## src/rtl/irqdb_pkg.sv

```systemverilog
package irqdb_pkg;

   typedef enum logic [1:0] {
      PH_NONE   = 2'd0,
      PH_FIRST  = 2'd1,
      PH_SECOND = 2'd2
   } phase_e;

   function automatic logic merge_bit(input logic cur, input logic nxt, input logic en_n);
      return en_n ? cur : nxt;
   endfunction

endpackage

```

## src/rtl/irqdb_claim.sv

```systemverilog
module irqdb_claim
   import irqdb_pkg::*;
#(
   parameter int unsigned ADDR_W     = 16,
   parameter logic [ADDR_W-1:0] RESET_ADDR = '0,
   parameter bit          AUX_EN     = 1'b1
) (
   input  logic              clk,
   input  logic              rst_n,
   input  logic              cfg_we,
   input  logic [ADDR_W-1:0] cfg_addr,
   input  logic              io_wr,
   input  logic              io_cont,
   input  logic [ADDR_W-1:0] io_addr,
   output logic              io_claim,
   output phase_e            phase
);

   logic [ADDR_W-1:0] match_addr_q;
   logic              armed_q;
   logic              first_hit;
   logic              second_hit;

   always_ff @(posedge clk or negedge rst_n) begin
      if (!rst_n)      match_addr_q <= RESET_ADDR;
      else if (cfg_we) match_addr_q <= cfg_addr;
   end

   assign first_hit = io_wr && !io_cont && (io_addr == match_addr_q);

   generate
      if (AUX_EN) begin : g_second
         assign second_hit = io_wr && io_cont && armed_q;
      end else begin : g_no_second
         assign second_hit = 1'b0;
      end
   endgenerate

   always_ff @(posedge clk or negedge rst_n) begin
      if (!rst_n)     armed_q <= 1'b0;
      else if (io_wr) armed_q <= first_hit;
   end

   always_comb begin
      phase = PH_NONE;
      if (first_hit)       phase = PH_FIRST;
      else if (second_hit) phase = PH_SECOND;
   end

   assign io_claim = first_hit || second_hit;

   p_claim_strobe_r9: assert property (@(posedge clk) disable iff (!rst_n)
      io_claim |-> io_wr);

   p_orphan_cont_r7: assert property (@(posedge clk) disable iff (!rst_n)
      (io_wr && io_cont && !armed_q) |-> !io_claim);

   p_cfg_load_r8: assert property (@(posedge clk) disable iff (!rst_n)
      cfg_we |=> (match_addr_q == $past(cfg_addr)));

endmodule

```

## src/rtl/irqdb_mask_reg.sv

```systemverilog
module irqdb_mask_reg
   import irqdb_pkg::*;
#(
   parameter int unsigned NUM_IRQ = 16
) (
   input  logic               clk,
   input  logic               rst_n,
   input  logic               upd,
   input  logic [NUM_IRQ-1:0] new_lvl,
   input  logic [NUM_IRQ-1:0] en_n,
   output logic [NUM_IRQ-1:0] lvl
);

   generate
      for (genvar i = 0; i < NUM_IRQ; i++) begin : g_line
         logic lvl_q;

         always_ff @(posedge clk or negedge rst_n) begin
            if (!rst_n)   lvl_q <= 1'b0;
            else if (upd) lvl_q <= merge_bit(lvl_q, new_lvl[i], en_n[i]);
         end

         assign lvl[i] = lvl_q;

         p_masked_hold_r4: assert property (@(posedge clk) disable iff (!rst_n)
            (upd && en_n[i]) |=> (lvl[i] == $past(lvl[i])));

         p_enabled_take_r3: assert property (@(posedge clk) disable iff (!rst_n)
            (upd && !en_n[i]) |=> (lvl[i] == $past(new_lvl[i])));
      end
   endgenerate

   p_idle_hold_r5: assert property (@(posedge clk) disable iff (!rst_n)
      !upd |=> $stable(lvl));

endmodule

```

## src/rtl/irqdb_aux.sv

```systemverilog
module irqdb_aux #(
   parameter int unsigned DATA_W = 32,
   parameter bit          AUX_EN = 1'b1
) (
   input  logic              clk,
   input  logic              rst_n,
   input  logic              take,
   input  logic [DATA_W-1:0] din,
   output logic [DATA_W-1:0] dout,
   output logic              fresh
);

   generate
      if (AUX_EN) begin : g_reg
         logic [DATA_W-1:0] data_q;
         logic              fresh_q;

         always_ff @(posedge clk or negedge rst_n) begin
            if (!rst_n) begin
               data_q  <= '0;
               fresh_q <= 1'b0;
            end else begin
               fresh_q <= take;
               if (take) data_q <= din;
            end
         end

         assign dout  = data_q;
         assign fresh = fresh_q;

         p_take_flags_r6: assert property (@(posedge clk) disable iff (!rst_n)
            take |=> (fresh && dout == $past(din)));

         p_aux_hold_r6: assert property (@(posedge clk) disable iff (!rst_n)
            !take |=> (!fresh && $stable(dout)));
      end else begin : g_none
         assign dout  = '0;
         assign fresh = 1'b0;
      end
   endgenerate

endmodule

```

## src/rtl/irq_driveback_rx.sv

```systemverilog
module irq_driveback_rx
   import irqdb_pkg::*;
#(
   parameter int unsigned NUM_IRQ    = 16,
   parameter int unsigned DATA_W     = 32,
   parameter int unsigned ADDR_W     = 16,
   parameter logic [ADDR_W-1:0] RESET_ADDR = 16'h0C80,
   parameter bit          AUX_EN     = 1'b1
) (
   input  logic               clk,
   input  logic               rst_n,
   input  logic               cfg_we,
   input  logic [ADDR_W-1:0]  cfg_addr,
   input  logic               io_wr,
   input  logic               io_cont,
   input  logic [ADDR_W-1:0]  io_addr,
   input  logic [DATA_W-1:0]  io_data,
   output logic               io_claim,
   output logic [NUM_IRQ-1:0] irq_lvl,
   output logic [DATA_W-1:0]  aux_data,
   output logic               aux_valid
);

   localparam int unsigned EN_LSB = DATA_W / 2;

   generate
      if (NUM_IRQ < 1 || NUM_IRQ > EN_LSB) begin : g_bad_irq
         $error("NUM_IRQ must lie in 1..DATA_W/2");
      end
      if (DATA_W % 2 != 0) begin : g_bad_data
         $error("DATA_W must be even");
      end
      if (ADDR_W < 1) begin : g_bad_addr
         $error("ADDR_W must be positive");
      end
   endgenerate

   phase_e phase;

   irqdb_claim #(
      .ADDR_W     (ADDR_W),
      .RESET_ADDR (RESET_ADDR),
      .AUX_EN     (AUX_EN)
   ) u_claim (
      .clk      (clk),
      .rst_n    (rst_n),
      .cfg_we   (cfg_we),
      .cfg_addr (cfg_addr),
      .io_wr    (io_wr),
      .io_cont  (io_cont),
      .io_addr  (io_addr),
      .io_claim (io_claim),
      .phase    (phase)
   );

   irqdb_mask_reg #(
      .NUM_IRQ (NUM_IRQ)
   ) u_lines (
      .clk     (clk),
      .rst_n   (rst_n),
      .upd     (phase == PH_FIRST),
      .new_lvl (io_data[NUM_IRQ-1:0]),
      .en_n    (io_data[EN_LSB +: NUM_IRQ]),
      .lvl     (irq_lvl)
   );

   irqdb_aux #(
      .DATA_W (DATA_W),
      .AUX_EN (AUX_EN)
   ) u_aux (
      .clk   (clk),
      .rst_n (rst_n),
      .take  (phase == PH_SECOND),
      .din   (io_data),
      .dout  (aux_data),
      .fresh (aux_valid)
   );

   p_second_no_irq_r6: assert property (@(posedge clk) disable iff (!rst_n)
      (io_claim && io_cont) |=> $stable(irq_lvl));

   p_flag_single_r6: assert property (@(posedge clk) disable iff (!rst_n)
      aux_valid |=> !aux_valid);

endmodule

```

## config.mk

```make
export PLATFORM = sky130hd
export DESIGN_NAME = irq_driveback_rx
export DESIGN_NICKNAME = d
export VERILOG_FILES = /design/src/rtl/irqdb_pkg.sv /design/src/rtl/irqdb_claim.sv /design/src/rtl/irqdb_mask_reg.sv /design/src/rtl/irqdb_aux.sv /design/src/rtl/irq_driveback_rx.sv
export SDC_FILE = /design/constraint.sdc
export NUM_CORES = 1
export LEC_CHECK = 0
export ABC_AREA = 0
export BUFFER_PORTS_ARGS = -buffer_cell sky130_fd_sc_hd__buf_2
export CAP_MARGIN = 10
export CORE_ASPECT_RATIO = 1.25
export CORE_MARGIN = 2
export CORE_UTILIZATION = 43
export DETAILED_ROUTE_END_ITERATION = 6
export PLACE_DENSITY = 0.72
export SLEW_MARGIN = 20
export SYNTH_ARGS = -nofsm -noshare
export SYNTH_HDL_FRONTEND = slang
export SYNTH_SLANG_ARGS = --single-unit
```

## constraint.sdc

```tcl
create_clock -name clk -period 1.7 [get_ports clk]
set_input_delay 0.085 -clock clk [delete_from_list [all_inputs] [get_ports clk]]
set_output_delay 0.085 -clock clk [all_outputs]
set_load 0.01 [all_outputs]
```

==> results.txt <==
Final period util -> 112%
Crit-path cells -> xor2_1, nor4_1, nand2_1, or2_1, nand2_1, buf_2
Layout cells sized above 1 -> 61.5%
Fin. Hold Viols -> 0
Sequential cell area fraction in the yosys report -> 57.5%
# port buffers -> 118
Inst Count DP -> 386
H-tree Lvls -> 3
Count of state elements after synthesis -> 66
Crit path max-delay cell type -> dfrtp_1
Mapped Nets -> 267
Violated checks -> setup timing
WL/cell -> 14.5 um
Origin of the critical flop-to-flop path -> u_claim.match_addr_q[0]$_DFFE_PN0P_
Diodes inserted -> 0
Layout Utilization -> 63.0%
Critical path's top delay family -> simple AND/OR/NAND/NOR gates
Critical Path RT -> 1.62 ns
Reg2reg path depth -> 6
Gpl congestion -> 0.712
Net Sw Power -> 0.775 mW
# rows -> 33
Crit end category -> output port
Flop pwr share -> 52.7%
HP Class -> input port to flop
CP Max Fanout -> 4
First-pass GRT wire length -> 10200 um
Place WS -> -0.173 ns
Total Routing Usage GR -> 18.2%
FF-to-FF setup slack -> -0.18 ns
Via density -> 4.71
CTS sink cnt -> 66
Tmin final -> 1.90 ns
Mapped Area -> 2880 um^2
Post-route insts no fill -> 443
Bufs and invs on worst path -> 1
Worst Hold Path Cells -> 2
Worst Hold Path EP -> u_aux.dout[25]$_DFFE_PN0N_
Synthesis-to-layout area growth -> 42.9%
Combinational group share of total power -> 13.1%
Clock Power Share -> 34.2%
Root buf cell -> clkbuf_8
Switching share of power -> 23.9%
CTS tree -> yes
Hold_ws -> 0.0186 ns
Internal power -> 2.46 mW
Clk Latency, worst-skew pair -> 0.34 ns
Chip width -> 77.2 um
Core box area -> 6520 um^2
Max_cap viols -> 0
Initial antenna violation count -> 0
Vias in the first global route -> 2169
Min-delay src -> io_data[25]
RSZ-0062 raised after global routing -> true
Top-level port count -> 119
CP most frequent cell -> nand2_1
Peak Freq -> 0.527 GHz
Total CTS buffers -> 9
Die area -> 7370 um^2
Pin count of the biggest net entering global routing -> 28
Synth Warn # -> 0
Setup WS post-layout -> -0.197 ns
Initial Util -> 44.1%
Max incr delay on CP -> 0.39 ns
R2r endpoint -> u_lines.g_line[3].lvl_q$_DFFE_PN0P_
Synth unique cells -> 19
DRC Markers -> 0
Die H -> 95.5 um
Pre-antenna DRT Iters -> 4
First-iteration detailed-routing DRC count -> 41
Final HPWL DP -> 4290 um
Post-Synthesis Cells -> 198
Setup-failing EPs final -> 17
Maximum VDD drop -> 555 uV
Dpl cell area -> 3490 um^2
Slew at the pin closest to its max-slew limit -> 0.391 ns
Worst Path Arrival -> 1.81 ns
Filler cells -> 530
Final WL -> 6400 um
Mean area per synthesized cell -> 14.5 um^2
Nets -> 420
Clk buf depth -> 2
Crit path launch type -> flop
Rel. slew slack -> 73.9%
Clock Skew -> 0.0103 ns
Static leakage -> 2.16 nW
Outcome -> complete, but fails checks
Grt ovf -> 0
PD cells -> 787 nW/um^2
Overall Power -> 3.24 mW
Pins Over Slew Limit -> 0
Crit Path Category -> flop to output port
CTS clk-pin slew, worst paths -> 0.07 ns
Fin area -> 4110 um^2
Via Count -> 2087
Setup TNS -> -2.57 ns
Antenna Nets Post-Route -> 0
-- kinds of logic after synthesis --
group,share of synthesized area (%)
AOI/OAI and AO/OA,0.174
buffers and inverters,5.74
DFF,57.5
xor gates and xnor gates,4.87
muxes,25.0
and+or+nand+nor,6.65
-- synthesized netlist by cell type, drive strengths merged --
cell / n / share of area [%]
or2: 1 / 0.22
xor2: 16 / 4.9
o21ai: 1 / 0.17
mux2: 64 / 25
inv: 2 / 0.26
nand3: 2 / 0.52
buf: 18 / 4.8
dfstp: 3 / 2.7
clkbuf: 5 / 0.65
nor3b: 1 / 0.26
dfrtp: 63 / 55
nor3: 17 / 4.5
nor4: 3 / 0.87
nand2: 2 / 0.26
-- flip-flops by register name (all words and copies together), names as in the netlist --
name,count
u_aux.dout,32
u_lines.g_line.lvl_q,16
u_claim.match_addr_q,16
u_claim.armed_q,1
u_aux.fresh,1
-- worst max path at each step --
| stage | end | cells after the start | from | slack, ns |
|---|---|---|---|---|
| after detailed placement | u_lines.g_line[2].lvl_q$_DFFE_PN0P_ | 6 | u_claim.match_addr_q[7]$_DFFE_PN1P_ | -0.17 |
| after CTS | io_claim | 7 | u_claim.match_addr_q[1]$_DFFE_PN0P_ | -0.30 |
| after global routing | io_claim | 6 | u_claim.match_addr_q[0]$_DFFE_PN0P_ | -0.31 |
| after global placement | u_lines.g_line[0].lvl_q$_DFFE_PN0P_ | 6 | u_claim.match_addr_q[7]$_DFFE_PN1P_ | -0.13 |
| final | io_claim | 6 | u_claim.match_addr_q[0]$_DFFE_PN0P_ | -0.20 |
| after floorplan | u_lines.g_line[10].lvl_q$_DFFE_PN0P_ | 6 | u_claim.match_addr_q[7]$_DFFE_PN1P_ | -0.09 |
-- area by class of cell --
class	count	area, um^2	share of cell area, %
clock buffers	13	149	3.62
clock inverters	3	15.0	0.365
inverters	2	7.51	0.183
multi-input cells	107	1140	27.7
flip-flops and latches	66	1660	40.2
well taps	87	109	2.65
repair buffers	165	1040	25.3
-- power groups by stage --
stage	logic, mW	clock network, mW	registers [mW]
CTS	0.419	1.16	1.70
global route	0.463	1.24	1.71
global placement	0.343	0	1.73
detailed placement	0.348	0	1.73
finish	0.423	1.11	1.71
floorplan	0.132	0	1.75
-- placed cells by master, fill, tap and decap left out, types with 4 or more instances in the layout --
master	instances
xor2_1	16
buf_4	9
mux2_1	7
dfrtp_1	63
nor3_2	11
mux2_4	4
dlygate4sd3_1	38
buf_2	118
mux2_2	53
clkbuf_8	10
nor3_4	4
-- repair_timing --
| item | 4_1_cts | 5_1_grt |
|---|---|---|
| hold endpoints to repair | 68 | 0 |
| endpoints found under the setup margin | 17 | 17 |
| pin swaps | 9 | 7 |
| gates resized for setup | 14 | 1 |
| buffers inserted | 4 | 1 |
| hold buffers | 38 | 0 |
-- per-layer routing --
| metal | vias to the layer above | wire length, um | share of wire [%] | track usage (%) |
|---|---|---|---|---|
| met2 | 85 | 3330 | 52 | 31.5 |
| met4 | 0 | 136 | 2.1 | 9.52 |
| met5 | - | 0 | 0 | 0 |
| met3 | 12 | 437 | 6.8 | 5.97 |
| met1 | 1009 | 2500 | 39 | 20.0 |
| li1 | 981 | - | - | - |
Note: power is estimated with default switching activity, not from simulation.
